### src/rtl/can_cmd_irq.sv
module can_cmd_irq #(
  parameter int          ADDR_W   = 3,
  parameter logic [7:0]  IEN_INIT = 8'hE7,
  parameter logic [7:0]  EWL_INIT = 8'd96
) (
  input  logic              clk,
  input  logic              rst_n,
  input  logic              bus_wr,
  input  logic              bus_rd,
  input  logic [ADDR_W-1:0] bus_addr,
  input  logic [7:0]        bus_wdata,
  output logic [7:0]        bus_rdata,
  input  logic              ev_tx_done,
  input  logic              ev_rx_done,
  input  logic              ev_err_warn,
  input  logic              ev_presc,
  input  logic              ev_err_passive,
  input  logic              ev_arb_lost,
  input  logic              ev_bus_err,
  output logic              mode_reset,
  output logic              mode_listen,
  output logic              mode_selftest,
  output logic              mode_single_filt,
  output logic              tx_start,
  output logic              tx_abort,
  output logic              self_rx_start,
  output logic              irq
);
  localparam logic [ADDR_W-1:0] A_MODE = ADDR_W'(0);
  localparam logic [ADDR_W-1:0] A_CMD  = ADDR_W'(1);
  localparam logic [ADDR_W-1:0] A_STAT = ADDR_W'(2);
  localparam logic [ADDR_W-1:0] A_RAW  = ADDR_W'(3);
  localparam logic [ADDR_W-1:0] A_IEN  = ADDR_W'(4);
  localparam logic [ADDR_W-1:0] A_TEC  = ADDR_W'(5);
  localparam logic [ADDR_W-1:0] A_REC  = ADDR_W'(6);
  localparam logic [ADDR_W-1:0] A_EWL  = ADDR_W'(7);

  logic [3:0] mode_q;
  logic [7:0] ien_q, raw_q, tec_q, rec_q, ewl_q, rdata_q;
  logic       tx_avail_q, tx_cpl_q, rx_pend_q, ovr_q;
  logic       start_q, abort_q, selfrx_q, irq_q;

  wire cmd_ok    = bus_wr && bus_addr == A_CMD && !mode_q[0];
  wire mode_wr   = bus_wr && bus_addr == A_MODE;
  wire start_ok  = cmd_ok && (bus_wdata[0] || bus_wdata[4]) && tx_avail_q;
  wire abort_ok  = cmd_ok && bus_wdata[1] && !tx_avail_q;
  wire release_c = cmd_ok && bus_wdata[2];
  wire clr_ovr   = cmd_ok && bus_wdata[3];
  wire done_ok   = ev_tx_done && !tx_avail_q;
  wire ovr_evt   = ev_rx_done && rx_pend_q && !release_c;
  wire raw_rd    = bus_rd && bus_addr == A_RAW;
  wire stat_rd   = bus_rd && bus_addr == A_STAT;

  wire [7:0] raw_set = {ev_bus_err, ev_arb_lost, ev_err_passive, ev_presc,
                        ovr_evt, ev_err_warn, done_ok || abort_ok, ev_rx_done};
  wire [7:0] status  = {4'b0, tx_cpl_q, tx_avail_q, ovr_q, rx_pend_q};

  logic [7:0] rd_mux;
  always_comb begin
    case (bus_addr)
      A_MODE:  rd_mux = {4'b0, mode_q};
      A_STAT:  rd_mux = status;
      A_RAW:   rd_mux = raw_q;
      A_IEN:   rd_mux = ien_q;
      A_TEC:   rd_mux = tec_q;
      A_REC:   rd_mux = rec_q;
      A_EWL:   rd_mux = ewl_q;
      default: rd_mux = 8'h00;
    endcase
  end

  always_ff @(posedge clk or negedge rst_n) begin
    if (!rst_n) begin
      mode_q     <= 4'b0001;
      ien_q      <= IEN_INIT;
      tec_q      <= 8'd0;
      rec_q      <= 8'd0;
      ewl_q      <= EWL_INIT;
      rdata_q    <= 8'd0;
      raw_q      <= 8'd0;
      tx_avail_q <= 1'b1;
      tx_cpl_q   <= 1'b0;
      rx_pend_q  <= 1'b0;
      ovr_q      <= 1'b0;
      start_q    <= 1'b0;
      abort_q    <= 1'b0;
      selfrx_q   <= 1'b0;
      irq_q      <= 1'b0;
    end else begin
      if (mode_wr) mode_q <= bus_wdata[3:0];
      if (bus_wr && bus_addr == A_IEN) ien_q <= bus_wdata;
      if (bus_wr && bus_addr == A_TEC) tec_q <= bus_wdata;
      if (bus_wr && bus_addr == A_REC) rec_q <= bus_wdata;
      if (bus_wr && bus_addr == A_EWL) ewl_q <= bus_wdata;
      if (bus_rd) rdata_q <= rd_mux;

      raw_q <= (raw_rd ? 8'h00 : raw_q) | raw_set;

      if (start_ok)
        tx_avail_q <= 1'b0;
      else if (abort_ok || done_ok || (mode_wr && bus_wdata[0]))
        tx_avail_q <= 1'b1;

      if (done_ok)      tx_cpl_q <= 1'b1;
      else if (stat_rd) tx_cpl_q <= 1'b0;

      if (ev_rx_done)     rx_pend_q <= 1'b1;
      else if (release_c) rx_pend_q <= 1'b0;

      if (ovr_evt)      ovr_q <= 1'b1;
      else if (clr_ovr) ovr_q <= 1'b0;

      start_q  <= start_ok && bus_wdata[0];
      selfrx_q <= start_ok && bus_wdata[4];
      abort_q  <= abort_ok;
      irq_q    <= |(raw_q & ien_q);
    end
  end

  assign bus_rdata        = rdata_q;
  assign mode_reset       = mode_q[0];
  assign mode_listen      = mode_q[1];
  assign mode_selftest    = mode_q[2];
  assign mode_single_filt = mode_q[3];
  assign tx_start         = start_q;
  assign tx_abort         = abort_q;
  assign self_rx_start    = selfrx_q;
  assign irq              = irq_q;

  a_r3_cmd_ignored_in_reset: assert property (@(posedge clk) disable iff (!rst_n)
    (bus_wr && bus_addr == A_CMD && mode_q[0]) |=> (!tx_start && !tx_abort && !self_rx_start));

  a_r4_start_takes_buffer: assert property (@(posedge clk) disable iff (!rst_n)
    (tx_start || self_rx_start) |-> !tx_avail_q);

  a_r6_start_abort_exclusive: assert property (@(posedge clk) disable iff (!rst_n)
    $onehot0({tx_start, tx_abort}));

  a_r8_overrun_on_held_frame: assert property (@(posedge clk) disable iff (!rst_n)
    (ev_rx_done && rx_pend_q && !(cmd_ok && bus_wdata[2])) |=> (ovr_q && raw_q[3]));

  a_r9_raw_clear_on_read: assert property (@(posedge clk) disable iff (!rst_n)
    (raw_rd && !ev_rx_done && !ev_tx_done && !ev_err_warn && !ev_presc &&
     !ev_err_passive && !ev_arb_lost && !ev_bus_err && !cmd_ok) |=> (raw_q == 8'h00));

  a_r11_irq_lags_mask: assert property (@(posedge clk) disable iff (!rst_n)
    irq == $past(|(raw_q & ien_q)));
endmodule

### config.mk
export PLATFORM = sky130hd
export DESIGN_NAME = can_cmd_irq
export DESIGN_NICKNAME = d
export VERILOG_FILES = /design/src/rtl/can_cmd_irq.sv
export SDC_FILE = /design/constraint.sdc
export NUM_CORES = 1
export LEC_CHECK = 0
export ABC_AREA = 1
export CORE_MARGIN = 5
export CORE_UTILIZATION = 51
export CTS_CLUSTER_SIZE = 40
export DETAILED_ROUTE_END_ITERATION = 7
export HOLD_SLACK_MARGIN = 0.06
export PLACE_DENSITY = 0.75
export SETUP_SLACK_MARGIN = 0.02
export SLEW_MARGIN = 25
export SYNTH_ARGS = -nofsm -noshare
export SYNTH_HDL_FRONTEND = slang
export SYNTH_SLANG_ARGS = --single-unit
export TNS_END_PERCENT = 30
### constraint.sdc
create_clock -name clk -period 2 [get_ports clk]
set_clock_uncertainty 0.15 [all_clocks]
set_input_delay 0.3 -clock clk [delete_from_list [all_inputs] [get_ports clk]]
set_output_delay 0.3 -clock clk [all_outputs]
set_load 0.02 [all_outputs]
After elaboration in Yosys (flattened, before gate mapping)
Index checks and enable logic that the tools add are counted.
Word-level totals
  bits in registers: 60
  bits in latches: 0
  bits in writable memories: 0
  bits in read-only memories: 0
  input port bits: 22
  output and inout port bits: 16
  memories: 0
Operators by class
  add/subtract/negate cells: 0
  multiply operators: 0
  divide/modulo/power cells: 0
  magnitude comparators: 0
  eq/ne operators: 7
  shift-type cells: 0
  mux-type cells: 10
  bitwise operators: 2
  reduce and logical (&&, ||, !) cells: 33
Operators by type and width (count)
  case mux 8 bit (7 select lines): 1
  logical AND 1 bit: 21
  == test 3 bit (second input constant): 4
  AND 8 bit: 1
  2-to-1 mux 1 bit: 8
  2-to-1 mux 8 bit: 1
  bitwise OR 8 bit: 1
  nonzero test 2 bit: 4
  OR reduction 8 bit: 1
  == test 3 x 2 -> 1 bit (second input constant): 2
  == test 3 x 1 -> 1 bit (second input constant): 1
  zero test 1 bit: 3
  zero test 3 bit: 1
  logical OR 1 bit: 3

Depth between registers and ports, before layout
Gate-level depths: netlist of the first run.
  word-level depth: 9
  gate-level depth with buffers: 9

Least setup slack after synthesis of the first run
OpenSTA, ideal clock, no wires.
  path type: input to register
  start: in bus_addr[1]
  end: reg rec_q[6]
  library setup time: 0.126 ns
  data arrival time: 1.047 ns
  slack: 0.676 ns
  cell stages on the path: 7
  buffers on the path: 2
  cells stage by stage: buf_4 > inv_2 > nor2_4 > nand3_4 > buf_6 > nand2_1 > o21ai_0
On the way
  longest elaborated chain between the ends: 2
RTL lines
  from (decl): RTL line 10  | input logic [ADDR_W-1:0] bus_addr,
  == test 3 bit: RTL line 93  | if (bus_wr && bus_addr == A_REC) rec_q <= bus_wdata;
  logical AND 1 bit: RTL line 93
  to (signal assigned): RTL line 93
  to (decl): RTL line 39  | logic [7:0] ien_q, raw_q, tec_q, rec_q, ewl_q, rdata_q;
Every way passes these cells.
A chain may end at the register's enable or synchronous reset.

Final worst setup path of the first run
  start: reg mode_q[2]
  end: out mode_selftest
RTL lines
  from (decl): RTL line 38  | logic [3:0] mode_q;
  from (signal assigned): RTL line 90  | if (mode_wr) mode_q <= bus_wdata[3:0];
  to (decl): RTL line 22  | output logic mode_selftest,
No word-level cell between the ends.

==> flow_summary.json, run 1 <==
{
  "status": "finished clean",
  "dieWidth_microns": 84.53,
  "synthAdderAreaFrac_pct": 0,
  "syn_nets": 350,
  "syn_inst": 328,
  "nFillCells": 462,
  "hold_path_class": "register to register",
  "core-area_sq_mm": 0.005439,
  "relSlewSlack_pct": 77.60,
  "sw_frac_of_total_pct": 29.07,
  "wl_per_cell_microns": 15.10,
  "die_area_sq_mm": 0.007144,
  "num_vias": 2457,
  "ys_top_cells_by_area": "dfrtp_1 (44%), nand2_1 (13%), dfstp_2 (9.3%)",
  "avgSynthCellArea_sq_um": 8.636,
  "placed_area_sq_mm": 0.003321,
  "gp_routability_congestion": 0.9237,
  "grt_max_degree": 61,
  "seq_area_sq_mm": 0.001514,
  "cp.arrival_ns": 1.34,
  "synth_edf_count": 0,
  "ys_warn_count": 0,
  "drt_wl_total_microns": 6781,
  "power.density_mw_per_mm2": 913.4,
  "num_antenna_cells": 0,
  "async_reset_ff_share_pct": 100.0,
  "pre_cts_slack_ns": -0.02486,
  "cap_violations": 0,
  "syn2layout_area_growth_pct": 24.07,
  "yosysTopAreaCellShare_pct": 44.17,
  "crit_slowest_cell": "clkdlybuf4s50_1",
  "numCtsBuffers": 9,
  "drv_slew": 0,
  "clock_power_share_pct": 30.7,
  "clock_latency_ns": 0.33,
  "gr-total-overflow": 0,
  "switchingPower_uw": 933.3,
  "critPathLaunchType": "register",
  "grtUsageMet1_pct": 28.29,
  "cp_cell_sequence": "clkdlybuf4s50_1",
  "leakage_nw": 1.697,
  "worst-path-max-fanout": 3,
  "stdcell_area_sq_mm": 0.003515,
  "htree_levels": 3,
  "dr.first_iter.drc_count": 262,
  "yosys_most_used_dff": "dfrtp_1",
  "period_needed_ns": 1.788,
  "finalCoreUtilization_pct": 64.62,
  "required_ns": 1.55,
  "p_seq_share_pct": 49.6,
  "fin_ws_ns": 0.2115,
  "via_per_inst": 5.472,
  "cts.clk_slew.worst_paths_ns": 0.06,
  "yosysUniqueCellTypes": 23,
  "cts_tree": "built",
  "start_util_pct": 52.08,
  "grt_pass1_wl_microns": 11300,
  "cts_buffer_depth": 2,
  "setup_violations": 0,
  "top_usage_layer": "met2",
  "synthMuxAreaShare_pct": 0,
  "drive_gt1_share_pct": 12.47,
  "final_common_cell": "nand2_1",
  "worst_path_largest_cell_delay_ns": 0.62,
  "synthSimpleGateAreaFrac_pct": 31.45,
  "grt_pass1_vias": 2364,
  "synthXorXnorAreaFrac_pct": 0,
  "cts_sinks": 60,
  "fin_total_pwr_mw": 3.210,
  "use_met2_pct": 29.82,
  "met3_usage_pct": 4.024,
  "synth_top_family_by_area": "simple AND/OR/NAND/NOR gates",
  "rsz0062_at_grt": "false",
  "hold_ws_ns": 0.3273,
  "end_kind": "output pin",
  "seq_area_frac_synth_pct": 53.45,
  "crit_family": "buffers and inverters",
  "rows": 27,
  "drt_first_pass_iters": 4,
  "reg2reg_slack_ns": 0.77,
  "peakVddDrop_uv": 471.9,
  "hpwl_microns": 4788,
  "ioPinCount": 38,
  "ant_nets": 0,
  "finalHoldViolCount": 0,
  "comb_power_share_pct": 19.7,
  "intPower_mw": 2.277,
  "drc_errors": 0,
  "cts-root-buf": "clkbuf_8",
  "multi_input_area_sq_mm": 0.001134,
  "syn-cell-area_sq_mm": 0.002833,
  "yosysTopAreaCell": "dfrtp_1",
  "layout_common_cells": "nand2_1 (100), dfrtp_1 (50), o21ai_0 (41), clkdlybuf4s50_1 (35), nand4_1 (32)",
  "synth-seq-cells": 60,
  "track_usage_pct": 20.02,
  "placement.io_buffers": 37,
  "grt_antenna_before_repair": 0,
  "crit_buf_inv": 1,
  "layout.nets": 394,
  "worst-setup-path-type": "register to output pin",
  "fin_crit_sh_pct": 89.42,
  "synth_compound_area_share_pct": 8.569,
  "fmax_ghz": 0.5591,
  "tightestPinTransition_ns": 0.3352,
  "fp.dieH_microns": 84.53
}
[state kept, by name, indices dropped and copies added (netlist names), 4 cells and up]
signal     count
bus_rdata      8
ewl_q          8
ien_q          8
raw_q          8
rec_q          8
tec_q          8
mode_q         4
[logic make-up after synthesis]
kind of cell,count (synthesis)
buffers and inverters,37
DFF,60
and+or+nand+nor,185
AOI/OAI and AO/OA,46
[path summary, 6_finish.rpt]
path,from,to,cells past startpoint
max,mode_q[2]$_DFFE_PN0N_,mode_selftest,1
min,bus_rdata[3]$_DFFE_PN0P_,bus_rdata[3]$_DFFE_PN0P_,2
max reg2reg,mode_q[0]$_DFFE_PN1N_,raw_q[3]$_DFF_PN0_,6
min reg2reg,bus_rdata[3]$_DFFE_PN0P_,bus_rdata[3]$_DFFE_PN0P_,2
max in group asynchronous,rst_n,ien_q[1]$_DFFE_PN1P_,3
min in group asynchronous,rst_n,tx_start$_DFF_PN0_,3
[power groups by stage]
stage	logic, mW	clock network (mW)	registers (mW)
after floorplan	0.319	0	1.62
after detailed placement	0.637	0	1.60
after CTS	0.641	1.00	1.58
final	0.634	0.985	1.59
after global placement	0.617	0	1.60
after global routing	0.711	1.06	1.61
[layout make-up]
cell class | count | share of cell area [%]
Clock inverter | 1 | 0.1424
Sequential cell | 60 | 43.08
Inverter | 20 | 2.207
Clock buffer | 15 | 5.020
Multi-Input combinational cell | 231 | 32.25
Timing Repair Buffer | 50 | 14.74
Tap cell | 72 | 2.563
[metal layers]
| metal | vias to the layer above | routed length (microns) |
|---|---|---|
| met3 | 13 | 432 |
| met4 | 0 | 165 |
| met1 | 1181 | 3066 |
| li1 | 1194 | - |
| met5 | - | 0 |
| met2 | 69 | 3117 |
[repair_timing]
action | 4_1_cts | 5_1_grt
endpoints found under the setup margin | 0 | 1
gates resized for setup | 0 | 1
endpoints found under the hold margin | 50 | 0
hold buffers | 1 | 0
setup buffers | 0 | 0
[synth_stat cells, types with 5 or more instances]
library cell and number:
a21o_1 5, dfrtp_1 50, buf_4 5, nor2_1 19, o21ai_0 41, nand3_1 24, nand2_1 100, nand4_1 32
dfstp_2 10, inv_1 17, buf_2 8
[through the flow]
step,std cells,setup TNS [ns]
after floorplan,328,0
after global placement,432,0
after detailed placement,432,-0.07537
after CTS,449,0
after global routing,449,0
final,449,0
(Power assumes the default switching activity.)
==> inputs of run 2 (changes only) <==
- CTS_CLUSTER_DIAMETER: unset -> 50
- CTS_CLUSTER_SIZE: 40 -> 8
==> results of run 2 <==
No change in the layout: final DEF, timing and power equal those of run 1.
==> inputs of run 3 (changes only) <==
- CAP_MARGIN: unset -> 20
==> results of run 3 <==
No change in the layout: final DEF, timing and power equal those of run 1.
